**src/rtl/pollctl_pkg.sv**
```systemverilog
package pollctl_pkg;

  localparam int OPW = 4;

  // register addresses
  localparam logic [1:0] A_STAT = 2'd0;
  localparam logic [1:0] A_CMD  = 2'd1;
  localparam logic [1:0] A_DOUT = 2'd2;
  localparam logic [1:0] A_DIN  = 2'd3;

  // status bit positions
  localparam int B_BUSY = 0;
  localparam int B_ERR  = 1;
  localparam int B_GO   = 2;

  // command bit positions
  localparam int C_GO     = 0;
  localparam int C_WR     = 1;
  localparam int C_OP_LSB = 4;

  localparam logic [OPW-1:0] OP_PUT = '0;

  typedef enum logic [2:0] {
    S_IDLE,
    S_DECODE,
    S_SEND,
    S_CLR_ERR,
    S_CLR_GO,
    S_CLR_BUSY
  } seq_state_e;

endpackage

```
**src/rtl/pollctl_regs.sv**
```systemverilog
module pollctl_regs
  import pollctl_pkg::*;
#(
  parameter int DW = 8
) (
  input  logic            clk,
  input  logic            rst_n,
  input  logic [1:0]      addr,
  input  logic            we,
  input  logic [DW-1:0]   wdata,
  output logic [DW-1:0]   rdata,
  input  logic            busy_i,
  input  logic            err_i,
  input  logic            go_clr_i,
  output logic            go_o,
  output logic            wr_o,
  output logic [OPW-1:0]  op_o,
  output logic [DW-1:0]   dout_o,
  input  logic [DW-1:0]   din_data,
  input  logic            din_valid
);

  logic [DW-1:0]  dout_q, dout_n;
  logic [DW-1:0]  din_q,  din_n;
  logic           go_q,   go_n;
  logic           wr_q,   wr_n;
  logic [OPW-1:0] op_q,   op_n;
  logic           host_wr_ok;

  assign host_wr_ok = we && !busy_i;

  always_comb begin
    dout_n = dout_q;
    din_n  = din_q;
    go_n   = go_q;
    wr_n   = wr_q;
    op_n   = op_q;
    if (din_valid) din_n = din_data;
    if (go_clr_i)  go_n  = 1'b0;
    if (host_wr_ok) begin
      case (addr)
        A_CMD: begin
          go_n = wdata[C_GO];
          wr_n = wdata[C_WR];
          op_n = wdata[C_OP_LSB +: OPW];
        end
        A_DOUT:  dout_n = wdata;
        default: ;
      endcase
    end
  end

  always_ff @(posedge clk or negedge rst_n) begin
    if (!rst_n) begin
      dout_q <= '0;
      din_q  <= '0;
      go_q   <= 1'b0;
      wr_q   <= 1'b0;
      op_q   <= '0;
    end else begin
      dout_q <= dout_n;
      din_q  <= din_n;
      go_q   <= go_n;
      wr_q   <= wr_n;
      op_q   <= op_n;
    end
  end

  always_comb begin
    rdata = '0;
    case (addr)
      A_STAT: begin
        rdata[B_BUSY] = busy_i;
        rdata[B_ERR]  = err_i;
        rdata[B_GO]   = go_q;
      end
      A_CMD: begin
        rdata[C_GO]              = go_q;
        rdata[C_WR]              = wr_q;
        rdata[C_OP_LSB +: OPW]   = op_q;
      end
      A_DOUT:  rdata = dout_q;
      default: rdata = din_q;
    endcase
  end

  assign go_o   = go_q;
  assign wr_o   = wr_q;
  assign op_o   = op_q;
  assign dout_o = dout_q;


  dout_frozen_chk: assert property (@(posedge clk) disable iff (!rst_n)
    busy_i |=> $stable(dout_q));


  cmd_frozen_chk: assert property (@(posedge clk) disable iff (!rst_n)
    busy_i |=> ($stable(wr_q) && $stable(op_q)));


  din_idle_chk: assert property (@(posedge clk) disable iff (!rst_n)
    !din_valid |=> $stable(din_q));

endmodule

```
**src/rtl/pollctl_seq.sv**
```systemverilog
module pollctl_seq
  import pollctl_pkg::*;
#(
  parameter int DW = 8
) (
  input  logic            clk,
  input  logic            rst_n,
  input  logic            go_i,
  input  logic            wr_i,
  input  logic [OPW-1:0]  op_i,
  input  logic [DW-1:0]   dout_i,
  input  logic            dev_ready,
  output logic [DW-1:0]   dev_data_o,
  output logic            dev_valid_o,
  output logic            busy_o,
  output logic            err_o,
  output logic            go_clr_o
);

  seq_state_e state_q, state_n;
  logic       busy_q, busy_n;
  logic       err_q,  err_n;
  logic       cmd_ok;

  assign cmd_ok = wr_i && (op_i == OP_PUT);

  always_comb begin
    state_n = state_q;
    busy_n  = busy_q;
    err_n   = err_q;
    case (state_q)
      S_IDLE: begin
        if (go_i) begin
          busy_n  = 1'b1;
          state_n = S_DECODE;
        end
      end
      S_DECODE: begin
        if (cmd_ok) begin
          state_n = S_SEND;
        end else begin
          err_n   = 1'b1;
          state_n = S_CLR_GO;
        end
      end
      S_SEND: begin
        if (dev_ready) state_n = S_CLR_ERR;
      end
      S_CLR_ERR: begin
        err_n   = 1'b0;
        state_n = S_CLR_GO;
      end
      S_CLR_GO: begin
        state_n = S_CLR_BUSY;
      end
      S_CLR_BUSY: begin
        busy_n  = 1'b0;
        state_n = S_IDLE;
      end
      default: begin
        busy_n  = 1'b0;
        state_n = S_IDLE;
      end
    endcase
  end

  always_ff @(posedge clk or negedge rst_n) begin
    if (!rst_n) begin
      state_q <= S_IDLE;
      busy_q  <= 1'b0;
      err_q   <= 1'b0;
    end else begin
      state_q <= state_n;
      busy_q  <= busy_n;
      err_q   <= err_n;
    end
  end

  assign dev_valid_o = (state_q == S_SEND);
  assign dev_data_o  = dout_i;
  assign go_clr_o    = (state_q == S_CLR_GO);
  assign busy_o      = busy_q;
  assign err_o       = err_q;


  busy_first_chk: assert property (@(posedge clk) disable iff (!rst_n)
    $rose(busy_o) |-> !dev_valid_o);


  out_hold_chk: assert property (@(posedge clk) disable iff (!rst_n)
    (dev_valid_o && !dev_ready) |=> (dev_valid_o && $stable(dev_data_o)));


  busy_cover_chk: assert property (@(posedge clk) disable iff (!rst_n)
    dev_valid_o |-> busy_o);


  go_before_busy_chk: assert property (@(posedge clk) disable iff (!rst_n)
    $fell(busy_o) |-> !go_i);


  go_fall_busy_chk: assert property (@(posedge clk) disable iff (!rst_n)
    $fell(go_i) |-> busy_o);


  err_no_out_chk: assert property (@(posedge clk) disable iff (!rst_n)
    $rose(err_o) |-> (!dev_valid_o && busy_o));

endmodule

```
**src/rtl/pollctl_top.sv**
```systemverilog
module pollctl_top
  import pollctl_pkg::*;
#(
  parameter int DW = 8
) (
  input  logic          clk,
  input  logic          rst_n,
  input  logic [1:0]    host_addr,
  input  logic          host_we,
  input  logic [DW-1:0] host_wdata,
  output logic [DW-1:0] host_rdata,
  output logic [DW-1:0] dev_data,
  output logic          dev_valid,
  input  logic          dev_ready,
  input  logic [DW-1:0] cap_data,
  input  logic          cap_valid
);

  logic           rst_meta, rst_sync;
  logic           busy, err, go, wr, go_clr;
  logic [OPW-1:0] op;
  logic [DW-1:0]  dout;

  always_ff @(posedge clk or negedge rst_n) begin
    if (!rst_n) begin
      rst_meta <= 1'b0;
      rst_sync <= 1'b0;
    end else begin
      rst_meta <= 1'b1;
      rst_sync <= rst_meta;
    end
  end

  pollctl_regs #(.DW(DW)) u_regs (
    .clk       (clk),
    .rst_n     (rst_sync),
    .addr      (host_addr),
    .we        (host_we),
    .wdata     (host_wdata),
    .rdata     (host_rdata),
    .busy_i    (busy),
    .err_i     (err),
    .go_clr_i  (go_clr),
    .go_o      (go),
    .wr_o      (wr),
    .op_o      (op),
    .dout_o    (dout),
    .din_data  (cap_data),
    .din_valid (cap_valid)
  );

  pollctl_seq #(.DW(DW)) u_seq (
    .clk         (clk),
    .rst_n       (rst_sync),
    .go_i        (go),
    .wr_i        (wr),
    .op_i        (op),
    .dout_i      (dout),
    .dev_ready   (dev_ready),
    .dev_data_o  (dev_data),
    .dev_valid_o (dev_valid),
    .busy_o      (busy),
    .err_o       (err),
    .go_clr_o    (go_clr)
  );

endmodule

```
**config.mk**
```make
export PLATFORM = sky130hd
export DESIGN_NAME = pollctl_top
export DESIGN_NICKNAME = d
export VERILOG_FILES = /design/src/rtl/pollctl_pkg.sv /design/src/rtl/pollctl_regs.sv /design/src/rtl/pollctl_seq.sv /design/src/rtl/pollctl_top.sv
export SDC_FILE = /design/constraint.sdc
export NUM_CORES = 1
export LEC_CHECK = 0
export BUFFER_PORTS_ARGS = -buffer_cell sky130_fd_sc_hd__buf_2
export CAP_MARGIN = 10
export CORE_AREA = 2 2 74 76
export CTS_BUF_LIST = sky130_fd_sc_hd__clkbuf_4 sky130_fd_sc_hd__clkbuf_8
export DETAILED_ROUTE_END_ITERATION = 6
export DIE_AREA = 0 0 76 78
export GPL_TIMING_DRIVEN = 0
export PLACE_DENSITY = 0.59
export SLEW_MARGIN = 20
export SYNTH_ARGS = -nofsm -noshare
export SYNTH_HDL_FRONTEND = slang
export SYNTH_HIERARCHICAL = 1
export SYNTH_SLANG_ARGS = --single-unit
```
**constraint.sdc**
```tcl
create_clock -name clk -period 0.8 [get_ports clk]
set_input_delay 0 -clock clk [delete_from_list [all_inputs] [get_ports clk]]
set_output_delay 0 -clock clk [all_outputs]
set_load 0.02 [all_outputs]
```
Word-level counts from Yosys, hierarchy flattened
Index checks and enable logic that the tools add are counted.
- equality and inequality tests: 9
- multiplexer cells: 15
- bitwise logic cells: 1
- reductions and logical operators: 14
- operators by type and width (cell ; number):
    one-hot mux 3 bit (5 select lines) ; 1
    one-hot mux 4 bit (3 select lines) ; 1
    AND reduction 2 bit ; 5
    two-way mux 3 bit ; 3
    == test 3 x 2 -> 1 bit (second input constant) ; 2
    one-hot mux 1 bit (2 select lines) ; 3
    one-hot mux 2 bit (3 select lines) ; 1
    two-way mux 1 bit ; 5
    zero test 4 bit ; 1
    != test 2 x 1 -> 1 bit (second input constant) ; 2
    OR reduction 4 bit ; 1
    == test 3 x 1 -> 1 bit (second input constant) ; 1
    == test 3 bit (second input constant) ; 1
    zero test 3 bit ; 1
    one-hot mux 1 bit (3 select lines) ; 1
    == test 2 x 1 -> 1 bit (second input constant) ; 1
    == test 2 bit (second input constant) ; 1
    logical AND 1 bit ; 2
    zero test 2 bit ; 1
    != test 2 bit (second input constant) ; 1
    nonzero test 2 bit ; 1
    OR reduction 2 bit ; 1
    zero test 1 bit ; 1
    inverter 1 bit ; 1
- register bits: 29
- input port bits: 23
- output and inout bits: 17
- word-level logic and storage cells: 49

Longest topological paths before layout
Gate-level depths: netlist of the first run.
- word-level depth: 4
- mapped depth: 4
- mapped depth without buffers: 4

Hierarchy
Netlist of the first run, hierarchy kept.
- by module, submodules not included (module ; instances ; cells each ; area each (µm²) ; seq. area each (µm²)):
    pollctl_regs ; 1 ; 68 ; 1099.8 ; 550.5
    pollctl_seq ; 1 ; 33 ; 327.8 ; 125.1
    pollctl_top ; 1 ; 3 ; 53.8 ; 50.0

Worst setup path before layout of the first run
Ideal clock, no wire load.
- path kind: register -> register
- from: register u_seq.busy_q, in the netlist u_seq/busy_o
- to: register u_regs.dout_q[0], in the netlist u_regs/dout_o[0]
- library setup time: 125 ps
- data arrival time: 1098 ps
- required time: 675 ps
- setup slack: -423 ps
- cell stages (with the launch flop): 4
- buffers on the path: 1
- clock period less this slack: 1223 ps
- cells stage by stage: dfrtp_1 and4bb_1 buf_6 mux2_4
- cells in the longest elaborated chain, start to end: 3
- ends and longest elaborated chain (item ; line ; RTL):
    start, declared ; pollctl_seq.sv:21 ; logic busy_q, busy_n;
    start signal, assigned ; pollctl_seq.sv:74 ; busy_q <= busy_n;
    zero test 1 bit ; pollctl_regs.sv:30 ; assign host_wr_ok = we && !busy_i;
    logical AND 1 bit ; pollctl_regs.sv:30 ;
    AND reduction 2 bit (no line) ; -- ;
    end signal, assigned ; pollctl_regs.sv:61 ; dout_q <= dout_n;
    end, declared ; pollctl_regs.sv:23 ; logic [DW-1:0] dout_q, dout_n;
No other way between the ends.
A chain may end at the register's enable or synchronous reset.

Worst setup path in the final report of the first run
- from: register u_regs.dout_q[0], in the netlist u_regs/dout_o[0]
- to: output port host_rdata[0]
- cells in the longest elaborated chain, start to end: 1
- ends and longest elaborated chain (item ; line ; RTL):
    one-hot mux 2 bit (3 select lines) ; pollctl_regs.sv:71 ; case (addr)
    end, declared ; pollctl_top.sv:11 ; output logic [DW-1:0] host_rdata,
No other way between the ends.

==> results.txt, run 1 <==
- Run status: complete, but fails checks
* Failing checks: negative setup slack
* Fin crit share: 1.67
* Met3 GRT Util: 0.0349
- Commonest non-fill, non-tap cell in the layout: sky130_fd_sc_hd__buf_6
- Summing every instance area after synthesis gives around 1500 sq um.
* Clock tree from TritonCTS: done
* Drt wl/cell: around 14 microns
- For this run, global-route usage on met1 was measured as 0.149.
- The share of the Yosys chip area taken by registers is 0.490.
* Starting Density: 0.294
- Placed wire-length estimate: about 2.3 mm
- Total CTS buffers: 5
- The total area inside the core boundary comes to slightly above 5000 sq um.
- Average via count per standard cell: ~4.4
- Clock skew: between 0.006 and 0.007 ns
- CP Launch Type: register
* Met2 track demand over resource in global routing: 0.238
* Area overhead of the layout relative to synthesis: 64.7%
* Static Leakage: 0.00113 uW
- The final layout contains between 200 and 250 nets.
* Mean cell area of the mapped netlist: ~14 sq um
- Of the post-synthesis cell area, the dominant cell type holds 0.490.
- Setup violations remaining at the end of the flow were counted as 36.
* Most Crowded Layer GR: met2
- First-iteration detailed-routing DRC count: 21
- Entering global routing, the biggest net connects 28 pins.
- Clock latency at the later pin of the worst-skew pair: around 0.29 ns
* Die Area: about 5900 sq um
- The number of max-slew violations in the final report came to 0.
* Number of diodes added for antenna fixing: 0
* Vertical die dimension: between 70 and 80 microns
- STA puts the critical path data required time at ~0.8 ns.
- Count of state elements after synthesis: 29
* Distinct cells, synth: 28
- The first global-routing pass estimated ~6.1 mm of wire.
- Total nets after synthesis: 127
- Across all layers, the routed design uses about 1200 vias.
- The final count of hold timing violations came to 0.
* Max Cap Viol: 0
- Clk Tree Root Cell: sky130_fd_sc_hd__clkbuf_8
* # rows: 26
- Minimum clock period after layout: roughly 1.3 ns
- Arrival time reported for the critical path endpoint: between 1 and 1.5 ns
- The detail route stage leaves a number of antenna-violating nets equal to 0.
* DRC violation count after routing: 0
- The longest clock path from root to sink contains 2 buffers.
* Global-route usage over all layers: 0.133
- Total number of H-tree levels: 2
- Number of antenna violations at the first check in global routing: 0
* Total of warnings raised by yosys: 6
- Maximum net fanout on the critical path: 3
- Detailed Route WL: 3.74 mm
- Vias in the first global route: 1216
- Class of the most critical setup path: register to output pin
* Max Fclk: around 0.75 GHz
* Setup ws final: -0.536 ns
- Type of the worst min-delay path: primary input to asynchronous set/reset pin
- Element type at the critical path end: output pin
- Setup repair after global routing missed its margin: yes
- Pre-Repair DR Iteration Count: 4
- Worst-case setup slack after placement: -0.494 ns
* Top-level port count: 40
- Max rail drop VDD: around 0.0018 V
- Power spread over the standard cell area amounts to between 3000 and 4000 nW/um^2.
- In the layout the commonest cells are sky130_fd_sc_hd__buf_6 (33), sky130_fd_sc_hd__dfrtp_1 (25), sky130_fd_sc_hd__buf_2 (23).
* Mapped Cells: between 100 and 150
- Count of buffers inserted at the top-level ports: 38
* Final-layout worst hold slack: 0.0165 ns
- Counting the fill cells in the layout gives ~430.
* Final weighted congestion in routability-driven placement: approximately 0.70
- Global route overflow: 0
- Of the cells placed in the final design, the portion with a size suffix greater than 1 is 0.679.
- Clk pin slew, worst setup/hold paths: roughly 0.06 ns
- The die is 76 microns wide.
* Top area cells in the synthesized netlist: sky130_fd_sc_hd__dfrtp_1 (49%), sky130_fd_sc_hd__mux2_4 (15%), sky130_fd_sc_hd__mux2_2 (8.4%)
* Biggest area consumer among synthesized cells: sky130_fd_sc_hd__dfrtp_1
- Number of clock sinks: 29
worst max-delay path, cell delays in order, from the launching register on:
cell,delay [ns]
sky130_fd_sc_hd__dfrtp_1,0.40
sky130_fd_sc_hd__mux4_2,0.50
sky130_fd_sc_hd__buf_6,0.15
cells in the mapped netlist, drive strengths merged:
master	n
buf	13
a22o	4
nor3	2
and4bb	3
and3	1
inv	2
nand2	1
mux4	2
mux2i	2
o32ai	1
mux2	26
nand3	1
nor2b	4
a211oi	2
xor2	1
o21ai	1
nor2	2
a21oi	2
conb	1
nor4b	1
dfrtp	29
nand2b	2
or3	1
what timing repair did:
| action | CTS | global route |
|---|---|---|
| gates resized for setup | 51 | 11 |
| setup endpoints to repair | 36 | 39 |
| pin swaps | 4 | 7 |
| hold buffers | 18 | 0 |
| buffers inserted | 15 | 9 |
| endpoints found under the hold margin | 25 | 0 |
| cloned | 0 | 0 |
layer usage:
| metal | up-vias | wire, microns |
|---|---|---|
| met4 | 0 | 104 |
| met5 | - | 0 |
| met2 | 41 | 1920 |
| li1 | 538 | - |
| met1 | 561 | 1540 |
| met3 | 10 | 175 |
through the flow:
| step | utilization | instances | setup TNS [ns] | total power, uW | instance area (sq um) |
|---|---|---|---|---|---|
| after global routing | 0.484 | 260 | -14.96 | 8510 | 2440 |
| after CTS | 0.464 | 253 | -13.37 | 7650 | 2340 |
| after detailed placement | 0.353 | 212 | -9.63 | 4990 | 1780 |
| final | 0.484 | 260 | -13.56 | 8110 | 2440 |
| after global placement | 0.353 | 212 | -9.18 | 4900 | 1780 |
| after floorplan | - | 104 | -7.09 | 4340 | 1500 |
worst paths after layout:
kind                                                   start                      endpoint  slack (ns)  cells past startpoint
worst min register to register            rst_sync$_DFF_PN0_  u_regs/dout_o[7]$_DFFE_PN0P_        0.24                      0
max in group asynchronous                 rst_sync$_DFF_PN0_  u_seq/state_q[0]$_DFFE_PN0P_        0.25                      0
worst max register to register      u_seq/busy_o$_DFFE_PN0P_  u_regs/dout_o[2]$_DFFE_PN0P_       -0.49                      3
worst max-delay path            u_regs/dout_o[0]$_DFFE_PN0P_                 host_rdata[0]       -0.54                      2
min in group clk                                   cap_valid   u_regs/din_q[1]$_DFFE_PN0P_        0.14                      2
worst min-delay path                                   rst_n            rst_sync$_DFF_PN0_        0.02                      2
cells by family after synthesis:
family,share of synthesized area
multiplexers,0.280
flip-flops,0.490
AND/OR/NAND/NOR,0.0954
buffers and inverters,0.0769
AO/OA/AOI/OAI,0.0498
XOR/XNOR,0.00591
other,0.00253
cell type report:
type,instances,area (sq um),share of cell area
plain buffers,12,121,0.0497
clock buffers,8,91.3,0.0374
flip-flops and latches,29,733,0.301
repair buffers,79,673,0.276
multi-input cells,60,726,0.297
well taps,70,87.6,0.0359
inverters,2,7.51,0.00308
sequential cells by signal, indices dropped and copies added, names as in the netlist:
name and flops:
rst_meta 1, rst_sync 1, u_regs/din_q 8, u_regs/dout_o 8, u_regs/go_o 1, u_regs/op_o 4, u_regs/wr_o 1, u_seq/busy_o 1
u_seq/err_o 1, u_seq/state_q 3
where the power goes:
group	internal, uW	switching (uW)	total (uW)
Clock	718	546	1260
Sequential	1970	493	2470
Combinational	2820	1560	4380
Power figures use the tool's default switching activity.
==> run 2: changes to the inputs <==
- BUFFER_PORTS_ARGS: -buffer_cell sky130_fd_sc_hd__buf_2 -> -buffer_cell sky130_fd_sc_hd__buf_4
==> results.txt, run 2 (synthesized netlist as in run 1, its figures left out) <==
- Commonest cells after routing, fill and taps aside: sky130_fd_sc_hd__buf_4 (39), sky130_fd_sc_hd__buf_6 (29), sky130_fd_sc_hd__dfrtp_1 (25)
- Minimum clock period after layout: 1.31 ns (-0.0235 ns)
* Total number of H-tree levels: 2 (unchanged)
- The number of max-slew violations in the final report came to 0 (unchanged).
- The final count of hold timing violations was 0 (unchanged).
- Setup repair after global routing could not meet its margin everywhere.
- Top-level port count: 40 (unchanged)
- Count of buffers inserted at the top-level ports: 38 (unchanged)
- The total power after layout came to 7680 uW (-5.3%).
* Power density over the cells: 3160 nW/um^2 (-4.8%)
* Area of the core: 5040 sq um (unchanged)
* Worst-case setup slack after placement: -0.497 ns (-0.00243 ns)
* Setup total negative slack: -12.87 ns (+0.697 ns)
- DIE WIDTH: 76 microns (unchanged)
- Net count reported at finish: 208 (-1.9%)
* Arrival time reported for the critical path endpoint: 1.31 ns (-0.03 ns)
- Most Crowded Layer GR: met2
- Clock Path Buffers: 2 (unchanged)
- The final setup slack of the worst path was -0.513 ns (+0.0235 ns).
- The number of CTS-inserted buffers was 5 (unchanged).
- # rows: 26 (unchanged)
* First-iteration detailed-routing DRC count: 21 (unchanged)
* Critical path required time: 0.80 ns (about the same)
- CP Launch Type: register
* Clock skew: 0.00622 ns (+0.000117 ns)
- The number of max-capacitance violations reported is 0 (unchanged).
- The achievable clock frequency came to 0.762 GHz (+1.8%).
* Remaining antenna violation count: 0 (unchanged)
- The ratio of routed vias to standard cells is 4.34 (-1.8%).
* Setup Viol. Count Final: 37 (+2.8%)
- The reg-to-reg setup timing slack was -0.48 ns (about the same).
- The flow ran to the end, but the final reports show violations.
* Number of diodes added for antenna fixing: 0 (unchanged)
- The initial antenna violation count was 0 (unchanged).
- First-pass GRT wire length: 5.73 mm (-5.5%)
- Starting Density: 0.294 (unchanged)
- Clk pin slew, worst setup/hold paths: 0.07 ns (about the same)
- Clk Tree Root Cell: sky130_fd_sc_hd__clkbuf_8
- The half-perimeter wire length after detailed placement is 2.26 mm (-1.3%).
- Vertical die dimension: 78 microns (unchanged)
* Global route overflow: 0 (unchanged)
- The layout filler cell count came to 434 (unchanged).
- Detailed Route WL: 3.60 mm (-3.8%)
* Clock tree from TritonCTS: done
- Drt wl/cell: 14.1 microns (-2.3%)
* Max rail drop VDD: 0.00156 V (-14%)
- Area used by sequential logic in the layout: 733 sq um (unchanged)
- Clock latency at the later pin of the worst-skew pair: 0.28 ns (about the same)
- Commonest non-fill, non-tap cell in the layout: sky130_fd_sc_hd__buf_4
* Beginning of the worst register-to-register path: u_seq/busy_o$_DFFE_PN0P_
* Die Area: 5930 sq um (unchanged)
- Layout cells sized above 1: 0.661 (-0.0177)
- Vias in the first global route: 1186 (-2.5%)
* Worst Reg2Reg Path Length in Cells: 3 (unchanged)
* RR Endpoint: u_regs/dout_o[1]$_DFFE_PN0P_
* Type of the worst min-delay path: primary input to asynchronous set/reset pin
- Fin crit share: 1.64 (-0.0294)
- By startpoint and endpoint, the worst setup path is classified as register to output pin.
- The largest fanout on the critical path was 2 (-1).
- The area of the multi-input gates came to 708 sq um (-2.4%).
- The met3 capacity usage during global routing is 0.0326 (-0.00233).
- Met2 track demand over resource in global routing: 0.211 (-0.0277)
- The routing usage on met1 was 0.147 (-0.00196).
* Static Leakage: 0.00112 uW (-1.4%)
- Number of clock sinks: 29 (unchanged)
* Final weighted congestion in routability-driven placement: 0.715 (+2.7%)
* Routed vias: 1112 (-3.3%)
- The area growth from synthesis to layout is 63.9%.
- Global-route usage over all layers: 0.123 (-0.0105)
- The final reports fail on negative setup slack.
- Maximum number of pins on one net before global-route repair: 28 (unchanged)
- The number of remaining DRC errors is 0 (unchanged).
* Element type at the critical path end: output pin
- Pre-Repair DR Iteration Count: 4 (unchanged)
run 2: cell types whose count changed in the layout (fill, tap and decap cells not counted):
cell                         change
sky130_fd_sc_hd__nand2_2         -1
sky130_fd_sc_hd__nand2_1         +1
sky130_fd_sc_hd__a21oi_2         +1
sky130_fd_sc_hd__o32ai_2         -1
sky130_fd_sc_hd__clkinvlp_4      +1
sky130_fd_sc_hd__buf_2          -22
sky130_fd_sc_hd__buf_6           -4
sky130_fd_sc_hd__buf_4          +22
sky130_fd_sc_hd__clkbuf_4        -3
sky130_fd_sc_hd__o32ai_1         +1
sky130_fd_sc_hd__a21oi_4         -1
sky130_fd_sc_hd__clkinv_2        +2
run 2: worst max-delay path by stage:
| stage | start | endpoint | cells after the start |
|---|---|---|---|
| 2_1_floorplan | u_seq/busy_o$_DFFE_PN0P_ | u_regs/dout_o[0]$_DFFE_PN0P_ | 3 |
| 3_5_place_dp | u_seq/busy_o$_DFFE_PN0P_ | u_regs/dout_o[3]$_DFFE_PN0P_ | 3 |
| 3_3_place_gp | u_seq/busy_o$_DFFE_PN0P_ | u_regs/dout_o[6]$_DFFE_PN0P_ | 3 |
| 6_report | u_regs/op_o[2]$_DFFE_PN0P_ | host_rdata[6] | 3 |
| 5_1_grt | u_regs/op_o[2]$_DFFE_PN0P_ | host_rdata[6] | 3 |
| 4_1_cts | u_seq/busy_o$_DFFE_PN0P_ | host_rdata[0] | 2 |
run 2: area by class of cell:
cell class,count,area share
buffer,11,0.0469
tap,70,0.0361
sequential,29,0.302
multi-input combinational,60,0.292
clock inverter,3,0.00722
inverter,2,0.00309
timing repair buffer,76,0.285
clock buffer,5,0.0284
run 2: where the power goes:
part / internal [uW] / switching, uW
combinational: 2630 / 1400
sequential: 1970 / 519
clock: 598 / 560
total: 5200 / 2480
run 2: layer usage:
metal,up-vias,part of all wire
met5,-,0
met4,0,0.0081
met3,4,0.038
met2,33,0.52
met1,551,0.43
li1,524,-
run 2: critical path: stages, from the launching register on:
cell and delay [ns]:
sky130_fd_sc_hd__dfrtp_1 0.39, sky130_fd_sc_hd__mux2_4 0.28, sky130_fd_sc_hd__a22o_4 0.25, sky130_fd_sc_hd__buf_6 0.13
run 2: timing repair:
action                                 in CTS  in global routing
setup buffers                              11                  9
endpoints found under the hold margin      25                  0
gates resized for setup                    32                  8
hold buffers                               18                  0
setup endpoints to repair                  36                 56
pin swaps                                   2                  2
run 2: metrics by stage:
stage | instance area, sq um | std cells | utilization | hold WS, ns
final | 2430 | 256 | 0.481 | 0.0338
after global routing | 2430 | 256 | 0.481 | 0.0264
after detailed placement | 1880 | 212 | 0.372 | -0.216
after global placement | 1880 | 212 | 0.372 | -0.218
after floorplan | 1500 | 104 | - | -0.296
after CTS | 2340 | 249 | 0.465 | 0.0140
==> run 3: changes to the inputs <==
- CORE_AREA: 2 2 74 76 -> 2 2 58 60
- DIE_AREA: 0 0 76 78 -> 0 0 60 62
- PLACE_DENSITY: 0.59 -> 0.85
==> results.txt, run 3 (synthesized netlist as in run 1, its figures left out) <==
* Commonest cells after routing, fill and taps aside: sky130_fd_sc_hd__buf_4 (38), sky130_fd_sc_hd__buf_6 (34), sky130_fd_sc_hd__dfrtp_1 (25)
* Count of buffers inserted at the top-level ports: 38 (unchanged)
- Cell Count Post-Placement: 188 (-11%)
- The overall fraction of global-route tracks in use was 0.229 (+0.106).
- Pre-Repair DR Iteration Count: 4 (unchanged)
- Arrival time reported for the critical path endpoint: 1.40 ns (+0.09 ns)
- Worst-case setup slack after placement: -0.490 ns (+0.00722 ns)
- The post-detailed-routing wire length came to 4.01 mm (+11%).
- DIE WIDTH: 60 microns (-21%)
- Switching power: 2570 uW (+3.7%)
* Area overhead of the layout relative to synthesis: 64.4%
* Remaining antenna violation count: 0 (unchanged)
- CP delay by family, top: multiplexers
* Global route overflow: 0 (unchanged)
* Vias in the first global route: 1174 (-1.0%)
* Minimum clock period after layout: 1.40 ns (+0.0842 ns)
- The checks that failed: negative setup slack.
* Max Fclk: 0.716 GHz (-6.0%)
* Top-level port count: 40 (unchanged)
- The maximum buffer depth of the clock tree is 2 (unchanged).
* Setup Viol. Count Final: 37 (unchanged)
- The number of max-capacitance violations reported was 0 (unchanged).
- The number of max-slew violations in the final report came to 0 (unchanged).
- Number of clock sinks: 29 (unchanged)
- Fin crit share: 1.75 (+0.105)
* # rows: 21 (-19%)
- The path class of the tightest hold or removal check is primary input to register.
- Clock group share of total power: 0.121 (-0.030)
- Clock latency at the later pin of the worst-skew pair: 0.34 ns (+0.06 ns)
* Maximum net fanout on the critical path: 3 (+1)
* First-iteration detailed-routing DRC count: 19 (-9.5%)
- Die Area: 3720 sq um (-37%)
* Routed vias: 1170 (+5.2%)
* Clock skew: 0.00845 ns (+0.00223 ns)
- Worst-path cell with the longest stage delay: sky130_fd_sc_hd__mux4_2
- The total power after layout was 7830 uW (+1.9%).
- The post-detailed-route wirelength per cell came to 16.9 microns (+20%).
- Buffers plus inverters on the worst setup path: 1 (unchanged)
* Average via count per standard cell: 4.94 (+14%)
- The library cell used most frequently in the layout, excluding fill and tap cells, is sky130_fd_sc_hd__buf_4.
- The non-filler instance count after layout was 237 (-7.4%).
* Total CTS buffers: 5 (unchanged)
- Delay of the slowest cell on the worst path: 0.49 ns (+0.10 ns)
- Number of diodes added for antenna fixing: 0 (unchanged)
* Setup repair after global routing missed its margin: yes
* Net count reported at finish: 213 (+2.4%)
* Int Power: 5250 uW (+1.0%)
* Maximum number of pins on one net before global-route repair: 28 (unchanged)
- The leakage power of the design came to 0.00115 uW (+2.5%).
- Max rail drop VDD: 0.00169 V (+8.3%)
- The wire length of the first global-routing pass was 5.88 mm (+2.5%).
- By startpoint and endpoint, the worst setup path is classified as register to output pin.
- Total number of H-tree levels: 2 (unchanged)
* DRC violation count after routing: 0 (unchanged)
* Vertical die dimension: 62 microns (-21%)
* Combinational share of power: 0.560 (+0.035)
* Sequential power share: 0.318 (-0.007)
- Walking the worst path, the cells encountered are mux4_2, buf_6.
* CP Launch Type: register
- Element type at the critical path end: output pin
- Clk pin slew, worst setup/hold paths: 0.09 ns (+0.02 ns)
* Placed wire-length estimate: 2.16 mm (-4.3%)
- Count of fill cells added during filler insertion: 184 (-58%)
- The fraction of power spent switching nets was 0.329 (+0.00577).
- Layout cells sized above 1: 0.665 (+0.00363)
* Area of the core: 3180 sq um (-37%)
* Clk Tree Root Cell: sky130_fd_sc_hd__clkbuf_4
- The final count of hold timing violations was 0 (unchanged).
* Power density over the cells: 3210 nW/um^2 (+1.6%)
- The initial antenna violation count came to 0 (unchanged).
- Clock tree from TritonCTS: done
- The routability congestion estimate from global placement was 0.797 (+11%).
* Setup ws final: -0.597 ns (-0.0842 ns)
* Run status: complete, but fails checks
- Starting Density: 0.466 (+0.172)
- Critical path required time: 0.80 ns (about the same)
[run 3: power groups by stage]
stage / registers (uW) / clock network [uW] / logic [uW]
global placement: 2470 / 0 / 2610
global route: 2540 / 1030 / 4630
finish: 2490 / 950 / 4380
detailed placement: 2520 / 0 / 2690
CTS: 2420 / 970 / 4140
floorplan: 2370 / 0 / 1980
[run 3: layout make-up]
cell class                      instances  area [sq um]  share of cell area
Timing Repair Buffer                   80           738               0.303
Sequential cell                        29           733               0.301
Multi-Input combinational cell         60           714               0.293
Buffer                                 12           125              0.0514
Clock buffer                            8          60.1              0.0247
Tap cell                               46          57.6              0.0236
Inverter                                2          7.51             0.00308
[run 3: worst paths after layout]
kind	start	to	slack, ns	cells past startpoint
max	u_regs/dout_o[0]$_DFFE_PN0P_	host_rdata[0]	-0.60	2
min	cap_valid	u_regs/din_q[7]$_DFFE_PN0P_	0.09	2
max reg2reg	u_seq/busy_o$_DFFE_PN0P_	u_regs/dout_o[0]$_DFFE_PN0P_	-0.52	3
min reg2reg	rst_sync$_DFF_PN0_	u_regs/dout_o[6]$_DFFE_PN0P_	0.24	0
max in group asynchronous	rst_n	rst_sync$_DFF_PN0_	0.09	3
min in group asynchronous	rst_sync$_DFF_PN0_	u_regs/dout_o[6]$_DFFE_PN0P_	0.24	0
[run 3: repair_timing]
item / CTS / global route
hold buffers: 19 / 0
pin swaps: 3 / 4
hold endpoints to repair: 25 / 0
setup buffers: 20 / 5
endpoints found under the setup margin: 36 / 40
gates resized for setup: 37 / 9
[run 3: stage by stage]
| stage | cell area, sq um | setup TNS (ns) | hold WS, ns | utilization |
|---|---|---|---|---|
| final | 2440 | -15.06 | 0.0922 | 0.766 |
| after global routing | 2440 | -16.26 | 0.0997 | 0.766 |
| after CTS | 2390 | -14.19 | 0.0940 | 0.752 |
| after detailed placement | 1850 | -9.25 | -0.215 | 0.581 |
| after global placement | 1850 | -8.82 | -0.218 | 0.581 |
| after floorplan | 1500 | -7.09 | -0.296 | - |
[run 3: metal layers]
layer,part of all wire,GRT usage,up-vias
met5,0,0,-
met4,0.033,0.143,0
met1,0.39,0.263,576
met3,0.047,0.0435,12
li1,-,-,538
met2,0.53,0.396,44
[run 3: worst reg2reg max path: stages (launching register included)]
cell and delay (ns):
sky130_fd_sc_hd__dfrtp_1 0.42, sky130_fd_sc_hd__and4bb_1 0.30, sky130_fd_sc_hd__buf_6 0.18, sky130_fd_sc_hd__mux2_4 0.32
